File: src/rtl/segcrc_pkg.sv
package segcrc_pkg;

  typedef enum logic {
    PH_DATA = 1'b0,
    PH_CRC  = 1'b1
  } segPhase_e;

  // Strobes from the control unit to the datapath
  typedef struct packed {
    logic       accept;    // data beat accepted this cycle
    logic       first;     // beat is bit 0 of a subframe
    logic       last;      // beat is the final bit of a subframe
    logic       crcPhase;  // checksum is being emitted
    logic       crcShift;  // checksum bit taken this cycle
    logic [2:0] bitPos;    // position of the beat within its byte
  } segStrobe_t;

endpackage

File: src/rtl/segcrc_ctrl.sv
module segcrc_ctrl
  import segcrc_pkg::*;
#(
  parameter int unsigned SUB_LEN = 8,
  parameter int unsigned CRC_W   = 3
) (
  input  logic       clk,
  input  logic       rst,
  input  logic       inValid,
  input  logic       inStart,
  input  logic       outReady,
  output logic       inReady,
  output logic       outValid,
  output segStrobe_t strb
);

  localparam int unsigned CNT_RAW   = $clog2(SUB_LEN + 1);
  localparam int unsigned CNT_W     = (CNT_RAW > 3) ? CNT_RAW : 3;
  localparam int unsigned CRC_CNT_W = $clog2(CRC_W + 1);
  localparam logic [CNT_W-1:0]     LAST_IDX = CNT_W'(SUB_LEN - 1);
  localparam logic [CRC_CNT_W-1:0] CRC_LAST = CRC_CNT_W'(CRC_W - 1);

  segPhase_e            phase;
  logic [CNT_W-1:0]     bitCnt;
  logic [CNT_W-1:0]     curIdx;
  logic [CRC_CNT_W-1:0] crcCnt;
  logic                 accept;
  logic                 isLast;

  always_comb begin
    curIdx   = inStart ? '0 : bitCnt;
    accept   = (phase == PH_DATA) && inValid && outReady;
    isLast   = (curIdx == LAST_IDX);
    inReady  = (phase == PH_DATA) && outReady;
    outValid = (phase == PH_DATA) ? inValid : 1'b1;

    strb.accept   = accept;
    strb.first    = (curIdx == '0);
    strb.last     = isLast;
    strb.crcPhase = (phase == PH_CRC);
    strb.crcShift = (phase == PH_CRC) && outReady;
    strb.bitPos   = curIdx[2:0];
  end

  always_ff @(posedge clk) begin
    if (rst) begin
      phase  <= PH_DATA;
      bitCnt <= '0;
      crcCnt <= '0;
    end else if (phase == PH_DATA) begin
      if (accept) begin
        if (isLast) begin
          bitCnt <= '0;
          crcCnt <= '0;
          phase  <= PH_CRC;
        end else begin
          bitCnt <= curIdx + CNT_W'(1);
        end
      end
    end else if (outReady) begin
      if (crcCnt == CRC_LAST) begin
        phase <= PH_DATA;
      end else begin
        crcCnt <= crcCnt + CRC_CNT_W'(1);
      end
    end
  end

endmodule

File: src/rtl/segcrc_datapath.sv
module segcrc_datapath
  import segcrc_pkg::*;
#(
  parameter int unsigned      CRC_W       = 3,
  parameter logic [CRC_W:0]   POLY        = 4'b1011,
  parameter logic [CRC_W-1:0] INIT        = '0,
  parameter bit               DIRECT      = 1'b0,
  parameter bit               REFLECT_IN  = 1'b0,
  parameter bit               REFLECT_OUT = 1'b0,
  parameter logic [CRC_W-1:0] XOR_OUT     = '0
) (
  input  logic       clk,
  input  logic       rst,
  input  segStrobe_t strb,
  input  logic       inData,
  output logic       outData
);

  localparam logic [CRC_W-1:0] POLY_LOW = POLY[CRC_W-1:0];

  logic [CRC_W-1:0] crcReg;
  logic [CRC_W-1:0] crcBase;
  logic [CRC_W-1:0] crcNext;
  logic [CRC_W-1:0] outSh;
  logic [6:0]       byteBuf;

  // One register update for one message bit
  function automatic logic [CRC_W-1:0] stepBit(input logic [CRC_W-1:0] s, input logic b);
    logic             fb;
    logic [CRC_W-1:0] r;
    if (DIRECT) begin
      fb = b ^ s[CRC_W-1];
      r  = s << 1;
    end else begin
      fb = s[CRC_W-1];
      r  = (s << 1) | CRC_W'(b);
    end
    return fb ? (r ^ POLY_LOW) : r;
  endfunction

  // Augmentation, optional reversal and output mask
  function automatic logic [CRC_W-1:0] finishCrc(input logic [CRC_W-1:0] s);
    logic [CRC_W-1:0] r;
    logic [CRC_W-1:0] v;
    r = s;
    if (!DIRECT) begin
      for (int i = 0; i < CRC_W; i++) r = stepBit(r, 1'b0);
    end
    v = r;
    if (REFLECT_OUT) begin
      for (int i = 0; i < CRC_W; i++) v[i] = r[CRC_W-1-i];
    end
    return v ^ XOR_OUT;
  endfunction

  always_comb begin
    crcBase = strb.first ? INIT : crcReg;
    crcNext = crcBase;
    if (REFLECT_IN) begin
      if (strb.bitPos == 3'd7) begin
        crcNext = stepBit(crcNext, inData);
        for (int j = 0; j < 7; j++) crcNext = stepBit(crcNext, byteBuf[j]);
      end
    end else begin
      crcNext = stepBit(crcBase, inData);
    end
  end

  always_ff @(posedge clk) begin
    if (rst) begin
      crcReg  <= INIT;
      byteBuf <= '0;
    end else if (strb.accept) begin
      crcReg  <= crcNext;
      byteBuf <= {byteBuf[5:0], inData};
    end
  end

  always_ff @(posedge clk) begin
    if (rst) begin
      outSh <= '0;
    end else if (strb.accept && strb.last) begin
      outSh <= finishCrc(crcNext);
    end else if (strb.crcShift) begin
      outSh <= outSh << 1;
    end
  end

  assign outData = strb.crcPhase ? outSh[CRC_W-1] : inData;

endmodule

File: src/rtl/segcrc_gen.sv
module segcrc_gen
  import segcrc_pkg::*;
#(
  parameter int unsigned      CRC_W       = 3,
  parameter logic [CRC_W:0]   POLY        = 4'b1011,
  parameter logic [CRC_W-1:0] INIT        = '0,
  parameter int unsigned      SUB_LEN     = 8,
  parameter bit               DIRECT      = 1'b0,
  parameter bit               REFLECT_IN  = 1'b0,
  parameter bit               REFLECT_OUT = 1'b0,
  parameter logic [CRC_W-1:0] XOR_OUT     = '0
) (
  input  logic clk,
  input  logic rst,
  input  logic inValid,
  input  logic inStart,
  input  logic inData,
  output logic inReady,
  output logic outValid,
  input  logic outReady,
  output logic outData
);

  segStrobe_t strb;

  segcrc_ctrl #(
    .SUB_LEN (SUB_LEN),
    .CRC_W   (CRC_W)
  ) u_ctrl (
    .clk      (clk),
    .rst      (rst),
    .inValid  (inValid),
    .inStart  (inStart),
    .outReady (outReady),
    .inReady  (inReady),
    .outValid (outValid),
    .strb     (strb)
  );

  segcrc_datapath #(
    .CRC_W       (CRC_W),
    .POLY        (POLY),
    .INIT        (INIT),
    .DIRECT      (DIRECT),
    .REFLECT_IN  (REFLECT_IN),
    .REFLECT_OUT (REFLECT_OUT),
    .XOR_OUT     (XOR_OUT)
  ) u_dp (
    .clk     (clk),
    .rst     (rst),
    .strb    (strb),
    .inData  (inData),
    .outData (outData)
  );

endmodule

File: config.mk
export PLATFORM = sky130hd
export DESIGN_NAME = segcrc_gen
export DESIGN_NICKNAME = d
export VERILOG_FILES = /design/src/rtl/segcrc_pkg.sv /design/src/rtl/segcrc_ctrl.sv /design/src/rtl/segcrc_datapath.sv /design/src/rtl/segcrc_gen.sv
export SDC_FILE = /design/constraint.sdc
export NUM_CORES = 1
export LEC_CHECK = 0
export ABC_AREA = 0
export BUFFER_PORTS_ARGS = -buffer_cell sky130_fd_sc_hd__buf_2
export CAP_MARGIN = 0
export CORE_MARGIN = 2
export CORE_UTILIZATION = 59
export DETAILED_ROUTE_END_ITERATION = 10
export GPL_ROUTABILITY_DRIVEN = 0
export GPL_TIMING_DRIVEN = 0
export PLACE_DENSITY = 0.79
export REMOVE_ABC_BUFFERS = 1
export SETUP_SLACK_MARGIN = 0.1
export SLEW_MARGIN = 20
export SYNTH_ARGS = -nofsm -noshare
export SYNTH_HDL_FRONTEND = slang
export SYNTH_SLANG_ARGS = --single-unit
export TNS_END_PERCENT = 20
File: constraint.sdc
create_clock -name clk -period 2.4 [get_ports clk]
set_input_delay 0.48 -clock clk [delete_from_list [all_inputs] [get_ports clk]]
set_output_delay 0.48 -clock clk [all_outputs]
set_load 0.01 [all_outputs]
==> results of run 1 <==
-- logic make-up after synthesis --
group	count (synthesis)	share of synthesized area (%)
compound gates	27	22.2
xor+xnor	6	6.65
fa+ha+maj	3	4.75
buf+inv	12	6.33
flops	13	32.9
mux	2	2.69
simple gates	34	24.5
-- metrics by stage --
step,hold slack [ps],std cells,area (um2),utilization (%)
after floorplan,426,91,763,-
after global placement,450,114,822,64.8
after detailed placement,453,114,822,64.8
after CTS,465,118,848,66.9
after global routing,486,118,848,66.9
final,465,118,848,66.9
-- cell type report --
cell class / instances / area [um2]
fillers: 114 / 420
well taps: 15 / 18.8
inverters: 6 / 22.5
clock buffers: 4 / 26.3
repair buffers: 8 / 40.0
multi-input cells: 72 / 480
flip-flops and latches: 13 / 260
-- Yosys cell counts (2+ instances only) --
cell type	instances
o21ai_0	4
dfxtp_1	13
buf_2	4
a22oi_1	2
clkbuf_1	2
or4_1	2
nand2_1	10
a31oi_1	4
ha_1	3
a221oi_1	2
xnor2_1	6
and2_1	3
a21oi_1	9
nor2_1	8
nor3_1	2
inv_1	6
-- worst paths after layout --
check,start,end,slack [ps],cells past startpoint
worst min-delay path,u_dp.outSh[0]$_SDFFE_PP0P_,u_dp.outSh[0]$_SDFFE_PP0P_,460,2
worst max register to register,u_ctrl.bitCnt[0]$_SDFFE_PP0P_,u_ctrl.bitCnt[3]$_SDFFE_PP0P_,720,6
worst max-delay path,u_ctrl.phase$_SDFF_PP0_,outData,600,2
worst min register to register,u_dp.outSh[0]$_SDFFE_PP0P_,u_dp.outSh[0]$_SDFFE_PP0P_,460,2
-- worst min-delay path, stage by stage, from the launching register on --
cell and delay (ps):
dfxtp_1 320, nand2_1 50, a21oi_1 50
-- cells in the final DEF, fill, tap and decap left out, types with 2 or more instances in the layout --
master / n
a221oi_1: 2
a22oi_1: 2
or4_1: 2
dfxtp_1: 13
buf_2: 8
and2_1: 3
inv_1: 6
clkbuf_4: 3
nor3_1: 2
a31oi_1: 4
a21oi_1: 9
ha_1: 3
nand2_1: 10
o21ai_0: 4
xnor2_1: 6
nor2_1: 8
-- layer usage --
layer | wire length, um | GRT usage [%] | vias to the layer above
li1 | - | - | 352
met3 | 39 | 3.26 | 5
met1 | 715 | 25.4 | 293
met2 | 659 | 33.7 | 9
met5 | 0 | 0 | -
met4 | 26 | 10.0 | 0
-- sequential cells by signal (all words and copies together) (netlist names) --
signal / flops
u_ctrl.bitCnt: 4
u_ctrl.crcCnt: 2
u_ctrl.phase: 1
u_dp.crcReg: 3
u_dp.outSh: 3
-- report_power, final --
part	switching (mW)	internal (mW)	leakage, nW
sequential	0.00244	0.218	0.105
clock	0.0729	0.0645	0.0150
combinational	0.0243	0.0166	0.195
==> metrics.txt, run 1 <==
RSZ-0062 raised after global routing false; Layout area overhead 7.28%; Post-CTS Setup Inserts 0; WP buf/inv 1; Hold Fails Final Rpt 0; total clock sinks 13; crit path DAT 1320 ps; P_leak 0.315 nW; mean post-synth cell area 8.15 um2; largest net degree at the start of global routing 14; # Max-Cap Violations 0; n_diodes 0; Setup TNS 0 ps; Clock Latency Late Sink 280 ps; full die area 1650 um2; DRT Pass-1 Iters 4; Clock Tree Buf Depth 2; NumNets Final 113; Final WS setup 599 ps; Seq/Total Area, Yosys 32.9%; Power Dens Cells 470 nW/um2; Synth top area share 32.9%; Die Span Y 40.6 um; Ports 9; vias in the first global route 533; DIE WIDTH 40.6 um; initial antenna violation count 0; GRT Resource Usage Total 20.4%; share of cells above drive strength 1 16.5%; Max Slew Vio Count 0; Worst Skew 2.20 ps; crit-path cells mux2_2, buf_2; fmax 555 MHz; Slew @ Worst Pin 352 ps; status complete, no violations; overall power 399 uW; # rows 13; Residual DRC 0; CP max-delay cell dfxtp_1; Post-Route WL 1440 um; Final HPWL DP 1080 um; final setup fails 0; Detailed Route Iter0 Violations 8; post-synthesis cell count 97; largest fanout on the critical path 11; Starting Density 62.3%; CTS H-tree lvls 1; vias per cell 5.58; EDFF count, synth 0; Async SR Flop Fraction 0%; post_cts resized 0; worst slack, placed 389 ps; ANT nets after route 0; CTS Root Buffer Type clkbuf_4; total CTS buffers 3; CP Class reg -> out; Vias 659; Ys Warns 0; register bit total from synthesis 13; input/output buffers 8; area leader, netlist dfxtp_1; Crit. End Element output pin; GRT Residual Overflow 0; Slew headroom 76.5%; min cycle time layout 1800 ps; first-pass GRT wire length 2220 um; CP required 1920 ps; VDD IR max 0.286 mV; Syn Std Cell Area 791 um2; Synth area leaders dfxtp_1 (33%), xnor2_1 (6.6%), a21oi_1 (5.7%), ha_1 (4.7%), nand2_1 (4.7%); Setup crit start kind flip-flop; Placeable Area 1270 um2; # hold bufs at CTS 0; Synth cell types 33; crit share post-route 75.0%; ys flop type dfxtp_1; clk slew on worst S/H paths 80 ps; Top delay family on crit path flip-flops; DR WL/cell 12.2 um; CTS tree done; min-delay worst type reg -> reg; Worst path max stage delay 530 ps
(Power assumes the default switching activity.)
==> run 2, diff against run 1 <==
--- a/config.mk
+++ b/config.mk
@@ -5,15 +5,15 @@
 export SDC_FILE = /design/constraint.sdc
 export NUM_CORES = 1
 export LEC_CHECK = 0
-export ABC_AREA = 0
+export ABC_AREA = 1
 export BUFFER_PORTS_ARGS = -buffer_cell sky130_fd_sc_hd__buf_2
 export CAP_MARGIN = 0
 export CORE_MARGIN = 2
-export CORE_UTILIZATION = 59
+export CORE_UTILIZATION = 50
 export DETAILED_ROUTE_END_ITERATION = 10
 export GPL_ROUTABILITY_DRIVEN = 0
 export GPL_TIMING_DRIVEN = 0
-export PLACE_DENSITY = 0.79
+export PLACE_DENSITY = 0.72
 export REMOVE_ABC_BUFFERS = 1
 export SETUP_SLACK_MARGIN = 0.1
 export SLEW_MARGIN = 20
==> constraint.sdc (replaced) <==
create_clock -name clk -period 1.6 [get_ports clk]
set_input_delay 0.32 -clock clk [delete_from_list [all_inputs] [get_ports clk]]
set_output_delay 0.32 -clock clk [all_outputs]
set_load 0.01 [all_outputs]
==> metrics.txt, run 2 <==
Die Span Y 44.1 um (+8.5%); EDFF count, synth 0 (unchanged); Synth area leaders dfxtp_1 (32%), nand2_1 (14%), inv_1 (10%), a21oi_1 (6.2%), o21ai_0 (5.6%); Synth cell types 24 (-27%); share of cells above drive strength 1 32.1% (+16 points); initial antenna violation count 0 (unchanged); crit share post-route 93.4%; commonest non-fill, non-tap cell in the layout nand2_1; Layout area overhead 24.5%; vias in the first global route 681 (+28%); input/output buffers 8 (unchanged); P_leak 0.459 nW (+46%); # rows 14 (+1); Seq/Total Area, Yosys 32.4% (-0.51 points); ys flop type dfxtp_1; synth cell count leaders nand2_1 (31), inv_1 (22), dfxtp_1 (13), a21oi_1 (10), o21ai_0 (9); Clock Latency Late Sink 270 ps (about the same); RSZ-0062 raised after global routing true; Biggest register u_ctrl.bitCnt; status complete, no violations; largest net degree at the start of global routing 10 (-4); Storage cell area 263 um2 (+0.96%); Slew headroom 84.3% (+7.8 points); NumNets Final 150 (+33%); clk slew on worst S/H paths 80 ps (about the same); vias per cell 5.08 (-9.0%); fmax 669 MHz; Async SR Flop Fraction 0% (unchanged); Residual DRC 0 (unchanged); CP Class reg -> reg; # Max-Cap Violations 0 (unchanged); CTS tree done; GRT Residual Overflow 0 (unchanged); Power Dens Cells 638 nW/um2 (+36%); mean post-synth cell area 6.58 um2 (-19%); Final HPWL DP 1150 um (+6.1%); area leader, netlist dfxtp_1; DIE WIDTH 44.1 um (+8.5%); worst hold margin 304 ps (-160 ps); total CTS buffers 3 (unchanged); Ys Warns 0 (unchanged); Setup crit start kind flip-flop; DRT Pass-1 Iters 4 (unchanged); crit path DAT 1670 ps (+350 ps); Starting Density 53.3% (-9.0 points); Slew @ Worst Pin 235 ps (-117 ps); first-pass GRT wire length 2800 um (+26%); Hold Fails Final Rpt 0 (unchanged); Synth top area share 32.4% (-0.51 points); total clock sinks 13 (unchanged); CP required 1780 ps (-140 ps); Syn Std Cell Area 803 um2 (+1.6%); GRT Resource Usage Total 19.2% (-1.2 points); Detailed Route Iter0 Violations 18 (+10); min-delay worst type in -> reg; area occupied by multi-input gates 498 um2 (+3.6%); largest fanout on the critical path 5 (-6); Final Util 66.4% (-0.50 points); min cycle time layout 1490 ps; ANT nets after route 0 (unchanged); final setup fails 0 (unchanged); n_diodes 0 (unchanged); commonest cells after routing, fill and taps aside nand2_1 (28), inv_1 (19), dfxtp_1 (11); Placeable Area 1510 um2 (+19%); Worst Skew 5.96 ps (+3.76 ps); Fill cells 123 (+7.9%); full die area 1940 um2 (+18%); Ports 9 (unchanged); Crit. End Element flip-flop; CTS Root Buffer Type clkbuf_4; register bit total from synthesis 13 (unchanged); Regs by FF count u_ctrl.bitCnt x4, u_dp.crcReg x3, u_dp.outSh x3; Max Slew Vio Count 0 (unchanged); VDD IR max 0.392 mV (+37%); Clock Tree Buf Depth 2 (unchanged); max FFs per register 4 (unchanged); Post-Route WL 1650 um (+14%); post-synthesis cell count 122 (+26%); Vias 793 (+20%); most frequent cell after synthesis nand2_1; DR WL/cell 10.6 um (-14%); overall power 638 uW (+60%); # hold bufs at CTS 0 (unchanged); CTS H-tree lvls 1 (unchanged)
run 2: logic make-up after synthesis:
| family | Yosys count | synth area share [%] |
|---|---|---|
| simple gates | 55 | 31.6 |
| buf+inv | 26 | 12.9 |
| compound gates | 25 | 18.4 |
| flops | 13 | 32.4 |
| fa+ha+maj | 3 | 4.67 |
run 2: worst paths after layout:
kind | start | end | slack (ps) | cells after the start
max reg2reg | u_ctrl.bitCnt[0]$_SDFFE_PP0P_ | u_ctrl.crcCnt[0]$_SDFFE_PP0P_ | 110 | 10
min reg2reg | u_dp.outSh[0]$_SDFFE_PP0P_ | u_dp.outSh[0]$_SDFFE_PP0P_ | 470 | 2
max | u_ctrl.bitCnt[0]$_SDFFE_PP0P_ | u_ctrl.crcCnt[0]$_SDFFE_PP0P_ | 110 | 10
min | rst | u_ctrl.crcCnt[1]$_SDFFE_PP0P_ | 300 | 2
run 2: per-stage QoR:
stage               TNS, ps  instance area (um2)  worst slack [ps]  cells
global route          -1.41                 1000             -1.41    156
finish                    0                 1000               105    156
floorplan                 0                  800               173    121
global placement      -35.6                  860             -18.2    145
CTS                       0                  932              51.9    153
detailed placement     -214                  860             -76.8    145
run 2: per-layer routing:
layer	global-route usage, %	vias to the layer above	part of all wire, %
met3	2.45	4	3.6
met2	30.6	16	48
li1	-	419	-
met4	9.09	0	1.8
met5	0	-	0
met1	25.7	354	47
run 2: final cells by class:
class	count	area share [%]
multi-input cells	83	49.8
repair buffers	15	9.26
flip-flops and latches	13	26.3
well taps	16	2.00
inverters	25	10.0
clock buffers	4	2.63
run 2: critical path, cell delays in order (launching register included):
cell	delay (ps)
dfxtp_2	340
inv_2	50
nor2_4	140
ha_4	170
nand2_4	50
nor2_4	110
nand2_4	80
a21oi_4	180
o21ai_2	110
o21ai_1	140
nor2_1	50
run 2: power breakdown:
part / total [mW] / switching, mW / internal (mW)
registers: 0.339 / 0.00709 / 0.332
logic: 0.0955 / 0.0592 / 0.0363
clock network: 0.203 / 0.107 / 0.0966
total: 0.638 / 0.173 / 0.465
run 2: timing repair:
item	4_1_cts	5_1_grt
setup buffers	4	3
cloned	0	0
hold endpoints to repair	0	0
pin swaps	8	9
endpoints found under the setup margin	6	6
resized for setup	8	11
